### src/rtl/eventFramerPkg.sv
package eventFramerPkg;
  localparam int unsigned HDR_WORDS = 10;
  localparam int unsigned TRL_WORDS = 2;
  localparam logic [31:0] HDR_KEY   = 32'hF000000F;
  localparam logic [31:0] FILL_WORD = 32'hDEADBEEF;
  localparam logic [31:0] TRL_WORD  = 32'hD000000D;

  typedef enum logic [2:0] {
    SEL_NONE,
    SEL_HDR,
    SEL_PAY,
    SEL_FILL,
    SEL_TRL
  } wordSel_e;

  typedef struct packed {
    logic     snap;
    wordSel_e sel;
    logic [3:0] hdrIdx;
  } ctlStrobe_t;
endpackage

### src/rtl/eventFramerCtrl.sv
module eventFramerCtrl
  import eventFramerPkg::*;
#(
  parameter int unsigned LEN_W = 16
) (
  input  logic             clk,
  input  logic             rst,
  input  logic             dumpReq,
  input  logic [LEN_W-1:0] payLen,
  input  logic             payValid,
  input  logic             outReady,
  output logic             payReady,
  output logic             outValid,
  output logic             outLast,
  output ctlStrobe_t       ctl
);
  typedef enum logic [2:0] {ST_IDLE, ST_HDR, ST_PAY, ST_FILL, ST_TRL} state_e;

  localparam logic [LEN_W-1:0] ONE = {{(LEN_W-1){1'b0}}, 1'b1};
  localparam logic [LEN_W-1:0] HDR_LAST = LEN_W'(HDR_WORDS - 1);
  localparam logic [LEN_W-1:0] TRL_LAST = LEN_W'(TRL_WORDS - 1);

  state_e state;
  logic [LEN_W-1:0] idx;
  logic [LEN_W-1:0] lenQ;
  logic fillQ;
  logic xfer;

  always_comb begin
    outValid = 1'b0;
    payReady = 1'b0;
    ctl.snap = 1'b0;
    ctl.sel = SEL_NONE;
    ctl.hdrIdx = idx[3:0];
    unique case (state)
      ST_IDLE: ctl.snap = dumpReq;
      ST_HDR:  begin outValid = 1'b1; ctl.sel = SEL_HDR; end
      ST_PAY:  begin outValid = payValid; payReady = outReady; ctl.sel = SEL_PAY; end
      ST_FILL: begin outValid = 1'b1; ctl.sel = SEL_FILL; end
      ST_TRL:  begin outValid = 1'b1; ctl.sel = SEL_TRL; end
      default: ;
    endcase
    outLast = (state == ST_TRL) && (idx == TRL_LAST);
    xfer = outValid && outReady;
  end

  always_ff @(posedge clk) begin
    if (rst) begin
      state <= ST_IDLE;
      idx   <= '0;
      lenQ  <= '0;
      fillQ <= 1'b0;
    end else begin
      unique case (state)
        ST_IDLE: if (dumpReq) begin
          state <= ST_HDR;
          idx   <= '0;
          lenQ  <= payLen;
          fillQ <= payLen[0];
        end
        ST_HDR: if (xfer) begin
          if (idx == HDR_LAST) begin
            idx <= '0;
            if (lenQ != '0)  state <= ST_PAY;
            else if (fillQ)  state <= ST_FILL;
            else             state <= ST_TRL;
          end else idx <= idx + ONE;
        end
        ST_PAY: if (xfer) begin
          if (idx == lenQ - ONE) begin
            idx   <= '0;
            state <= fillQ ? ST_FILL : ST_TRL;
          end else idx <= idx + ONE;
        end
        ST_FILL: if (xfer) begin
          idx   <= '0;
          state <= ST_TRL;
        end
        ST_TRL: if (xfer) begin
          if (idx == TRL_LAST) begin
            idx   <= '0;
            state <= ST_IDLE;
          end else idx <= idx + ONE;
        end
        default: state <= ST_IDLE;
      endcase
    end
  end
endmodule

### src/rtl/eventFramerData.sv
module eventFramerData
  import eventFramerPkg::*;
#(
  parameter int unsigned LEN_W = 16,
  parameter int unsigned CNT_W = 32,
  parameter int unsigned BC_W  = 12
) (
  input  logic             clk,
  input  logic             rst,
  input  logic             l1aStrobe,
  input  logic             l1rStrobe,
  input  logic [BC_W-1:0]  bcIn,
  input  logic [31:0]      upAccCount,
  input  logic [31:0]      procId,
  input  logic [31:0]      errWord,
  input  logic [LEN_W-1:0] payLen,
  input  logic [31:0]      payData,
  input  ctlStrobe_t       ctl,
  output logic [31:0]      outData
);
  localparam int unsigned FRAME_FIXED = HDR_WORDS + TRL_WORDS;

  logic [CNT_W-1:0] accCnt, rejCnt, accQ, rejQ;
  logic [BC_W-1:0]  bcLive, bcQ;
  logic [31:0]      upQ, idQ, errQ;
  logic [LEN_W-1:0] lenQ;
  logic             fillQ;
  logic [31:0]      hdrWord;
  logic [31:0]      totalLen;

  always_ff @(posedge clk) begin
    if (rst) begin
      accCnt <= '0;
      rejCnt <= '0;
      bcLive <= '0;
    end else begin
      if (l1aStrobe) begin
        accCnt <= accCnt + CNT_W'(1);
        bcLive <= bcIn;
      end
      if (l1rStrobe) rejCnt <= rejCnt + CNT_W'(1);
    end
  end

  always_ff @(posedge clk) begin
    if (rst) begin
      accQ <= '0; rejQ <= '0; bcQ <= '0;
      upQ <= '0; idQ <= '0; errQ <= '0;
      lenQ <= '0; fillQ <= 1'b0;
    end else if (ctl.snap) begin
      accQ  <= accCnt;
      rejQ  <= rejCnt;
      bcQ   <= bcLive;
      upQ   <= upAccCount;
      idQ   <= procId;
      errQ  <= errWord;
      lenQ  <= payLen;
      fillQ <= payLen[0];
    end
  end

  assign totalLen = 32'(FRAME_FIXED) + 32'(lenQ) + 32'(fillQ);

  always_comb begin
    unique case (ctl.hdrIdx)
      4'd0:    hdrWord = HDR_KEY;
      4'd1:    hdrWord = totalLen;
      4'd2:    hdrWord = 32'(lenQ);
      4'd3:    hdrWord = idQ;
      4'd4:    hdrWord = upQ;
      4'd5:    hdrWord = 32'(bcQ);
      4'd6:    hdrWord = 32'(accQ);
      4'd7:    hdrWord = 32'(rejQ);
      4'd8:    hdrWord = 32'(fillQ);
      4'd9:    hdrWord = errQ;
      default: hdrWord = '0;
    endcase
    unique case (ctl.sel)
      SEL_HDR:  outData = hdrWord;
      SEL_PAY:  outData = payData;
      SEL_FILL: outData = FILL_WORD;
      SEL_TRL:  outData = TRL_WORD;
      default:  outData = '0;
    endcase
  end
endmodule

### src/rtl/eventFramer.sv
module eventFramer
  import eventFramerPkg::*;
#(
  parameter int unsigned LEN_W = 16,
  parameter int unsigned CNT_W = 32,
  parameter int unsigned BC_W  = 12
) (
  input  logic             clk,
  input  logic             rst,
  input  logic             l1aStrobe,
  input  logic             l1rStrobe,
  input  logic [BC_W-1:0]  bcIn,
  input  logic [31:0]      upAccCount,
  input  logic [31:0]      procId,
  input  logic [31:0]      errWord,
  input  logic             dumpReq,
  input  logic [LEN_W-1:0] payLen,
  input  logic [31:0]      payData,
  input  logic             payValid,
  output logic             payReady,
  output logic [31:0]      outData,
  output logic             outValid,
  input  logic             outReady,
  output logic             outLast
);
  ctlStrobe_t ctl;

  eventFramerCtrl #(.LEN_W(LEN_W)) u_ctrl (
    .clk(clk), .rst(rst), .dumpReq(dumpReq), .payLen(payLen),
    .payValid(payValid), .outReady(outReady), .payReady(payReady),
    .outValid(outValid), .outLast(outLast), .ctl(ctl)
  );

  eventFramerData #(.LEN_W(LEN_W), .CNT_W(CNT_W), .BC_W(BC_W)) u_data (
    .clk(clk), .rst(rst), .l1aStrobe(l1aStrobe), .l1rStrobe(l1rStrobe),
    .bcIn(bcIn), .upAccCount(upAccCount), .procId(procId), .errWord(errWord),
    .payLen(payLen), .payData(payData), .ctl(ctl), .outData(outData)
  );
endmodule

### config.mk
export PLATFORM = sky130hd
export DESIGN_NAME = eventFramer
export DESIGN_NICKNAME = d
export VERILOG_FILES = /design/src/rtl/eventFramerPkg.sv /design/src/rtl/eventFramerCtrl.sv /design/src/rtl/eventFramerData.sv /design/src/rtl/eventFramer.sv
export SDC_FILE = /design/constraint.sdc
export NUM_CORES = 1
export LEC_CHECK = 0
export BUFFER_PORTS_ARGS = -buffer_cell sky130_fd_sc_hd__buf_2
export CAP_MARGIN = 20
export CORE_UTILIZATION = 45
export CTS_CLUSTER_SIZE = 30
export DETAILED_ROUTE_END_ITERATION = 16
export PLACE_DENSITY = 0.64
export SLEW_MARGIN = 20
export SYNTH_ARGS = -nofsm -noshare
export SYNTH_HDL_FRONTEND = slang
export SYNTH_SLANG_ARGS = --single-unit
### constraint.sdc
create_clock -name clk -period 7.9 [get_ports clk]
set_input_delay 1.185 -clock clk [delete_from_list [all_inputs] [get_ports clk]]
set_output_delay 1.185 -clock clk [all_outputs]
set_load 0.01 [all_outputs]
==> run summary <==
Worst Skew: 0.00910 ns
Clock-pin transition on the worst setup and hold timing paths: 0.06 ns
Die height: 174 um
CP Capture Type: output port
Post-CTS Hold Fix Bufs: 0
HPWL Detailed: 29.0 mm
Syn. warnings: 0
PnR worst setup slack: 3.09 ns
Required @ worst endpoint: 6.71 ns
Syn Inst Count: 1727
Post-DRT Antenna Nets: 0
CTS buffer count: 30
Reg-to-reg endpoint: u_ctrl.idx[14]
Top cells by count, synth: nand2_1, dfxtp_1, a21oi_1, clkbuf_1, nor2_1
# IOs: 198
Core Region: 28900 sq um
Power consumption: 0.00419 W
H-tree depth: 1
Worst reg2reg startpoint: u_data.lenQ[2]
Final Hold Slack: 0.453 ns
Worst skew pair latency: 0.56 ns
Syn Std Cell Area: 13400 sq um
Crit Path Max Fanout: 20
Syn nets: 1900
Via density: 5.75
DR pass1 iterations: 9
Ys async rst share: 0%
Vias in the first global route: 11800
Vias: 12800
Diode count: 0
Total track usage: 26.5%
R2R depth: 10
Crit path DAT: 3.62 ns
Flop and latch count out of synthesis: 283
Avg WL per Cell: 18.6 um
Area grow syn2layout: 15.2%
VDD IR max: 0.145 mV
Synth top area cells: dfxtp_1, nand2_1, a21oi_1
Post-CTS setup buffers: 0
LEAKAGE: 5.79 nW
Top-count cell post-synth: nand2_1
Largest net degree at the start of global routing: 113
Worst slew pin tran: 1.06 ns
Worst R2R Setup Slack: 4.21 ns
Register area share after synthesis: 42.4%
CP Launch Type: flip-flop
Area leader, netlist: dfxtp_1
Status: complete, no violations
IO buf count: 197
Max clock buf depth: 3
Setup TNS: 0 ns
First-pass GRT wire length: 64.2 mm
Relative slew slack: 29.5%
Setup CP Type: flip-flop to output port
Initial antenna violation count: 0
P per Cell Area: 273 nW/um^2
Max Freq: 208 MHz
Starting Density: 46.2%
Hold Crit Class: flip-flop to flip-flop
Clk sink count: 283
Die area: 30400 sq um
Layout cell share with drive strength beyond 1: 15.3%
First DRT Iteration DRCs: 1080
Placer Congestion: 0.901
RSZ-0062 raised after global routing: no
Layout Nets: 2003
Setup WS pre-CTS: 3.79 ns
Root Buffer: clkbuf_16
Post-CTS sizing: 0
Final Hold Viols: 0
CTS tree: built
Final period util: 60.9%
Filler cells: 2848
Final setup vio count: 0
Fin crit period: 4.81 ns
Std cell rows: 62
WL final: 41.4 mm
Min-delay src: u_data.bcLive[2]
Post-synth EDFFs: 0
Worst hold endpoint: u_data.bcQ[2]
Gr ovfl total: 0
Synth unique cells: 69
Area fraction of the dominant cell type after synthesis: 42.4%
Die W: 174 um
Hold Path Stages: 2
Drt drc: 0
Synth Area per Inst: 7.74 sq um
Fin. max-slew vios: 0
Dominant synthesized flop cell: dfxtp_1
Max-Cap Viols: 0
## through the flow
step / area [sq um] / std cells / utilization (%)
after floorplan: 13400 / 1727 / -
after global placement: 14400 / 2182 / 49.7
after detailed placement: 14400 / 2182 / 49.7
after CTS: 15400 / 2232 / 53.2
after global routing: 15400 / 2232 / 53.2
final: 15400 / 2232 / 53.2
## cells by family (layout without fill, tap and decap cells)
group           after synthesis  count (layout)  synth area share (%)
compound gates              428             428                  20.2
xor+xnor                     96              96                  6.29
fa+ha+maj                    10              10                 0.937
buf+inv                     157             278                  4.59
flops                       283             283                  42.4
mux                          21              21                  1.58
simple gates                732             732                  23.9
## critical path, cell delays in order (launching register included)
cell and delay (ns):
dfxtp_1 0.46, inv_1 0.10, ha_1 0.28, nor4_1 0.31, o22ai_1 0.14, nand2_1 0.71
a21oi_1 0.09, a211oi_1 0.61, o31ai_1 0.18, buf_2 0.18
## area by class of cell
| cell class | instances | area, sq um | share of cell area, % |
|---|---|---|---|
| multi-input combinational | 1287 | 7090 | 46.1 |
| clock inverter | 11 | 149 | 0.968 |
| inverter | 18 | 67.6 | 0.439 |
| timing repair buffer | 210 | 1090 | 7.10 |
| tap | 384 | 480 | 3.12 |
| clock buffer | 39 | 845 | 5.49 |
| sequential | 283 | 5670 | 36.8 |
## power breakdown
group | total [W] | switching, W | internal, W
Sequential | 0.00170 | 0.000154 | 0.00155
Clock | 0.00142 | 0.000572 | 0.000845
Combinational | 0.00107 | 0.000727 | 0.000348
Total | 0.00419 | 0.00145 | 0.00274
## state kept, by name, indices dropped and copies added (netlist names)
signal / count
u_ctrl.lenQ: 1
u_data.rejQ: 32
u_data.idQ: 32
u_ctrl.idx: 16
u_data.accQ: 32
u_data.rejCnt: 32
u_data.accCnt: 32
u_data.upQ: 32
u_data.bcQ: 12
u_data.errQ: 32
u_data.lenQ: 15
u_ctrl.state: 3
u_data.bcLive: 12
## placed cells by master, fill, tap and decap left out, types with 5 or more instances in the layout
master / synthesis / routed
nand2_1: 454 / 454
dfxtp_1: 283 / 283
a21oi_1: 226 / 226
buf_2: 1 / 196
nor2_1: 107 / 106
xor2_1: 61 / 61
a22oi_1: 38 / 38
nand3_1: 37 / 37
xnor2_1: 35 / 35
clkbuf_16: 0 / 30
o21ai_0: 27 / 27
a222oi_1: 20 / 20
or3_1: 20 / 20
mux2i_1: 20 / 20
inv_1: 18 / 18
a221oi_1: 18 / 18
nand4_1: 18 / 18
and3_1: 15 / 15
and2_1: 10 / 14
nor3_1: 13 / 13
buf_4: 0 / 13
o21ai_1: 11 / 11
a22o_1: 11 / 11
o311ai_1: 10 / 10
ha_1: 10 / 10
nor4_1: 9 / 9
a211o_1: 9 / 9
nand3_2: 9 / 9
nand2b_1: 7 / 7
clkbuf_8: 0 / 7
a31oi_1: 6 / 6
a221o_1: 6 / 6
o211ai_1: 6 / 6
a21o_1: 5 / 5
or2_2: 5 / 5
a211oi_1: 5 / 5
o221ai_1: 5 / 5
clkinv_2: 0 / 5
## metal layers
metal / vias up / wire [um] / GRT usage (%)
li1: 6184 / - / -
met1: 6097 / 18200 / 35.2
met2: 487 / 19300 / 44.5
met3: 76 / 2720 / 3.52
met4: 0 / 1200 / 8.41
met5: - / 0 / 0
## worst max-delay path by stage
stage	from	to	slack, ns	depth (start not counted)
after floorplan	u_data.lenQ[2]	outData[16]	4.03	12
after global placement	u_data.lenQ[2]	outData[16]	3.91	11
after detailed placement	u_data.lenQ[2]	outData[16]	3.79	11
after CTS	u_data.lenQ[2]	outData[16]	3.20	11
after global routing	u_data.lenQ[2]	outData[16]	2.88	11
final	u_ctrl.idx[1]	outData[16]	3.09	9
(Power assumes the default switching activity.)
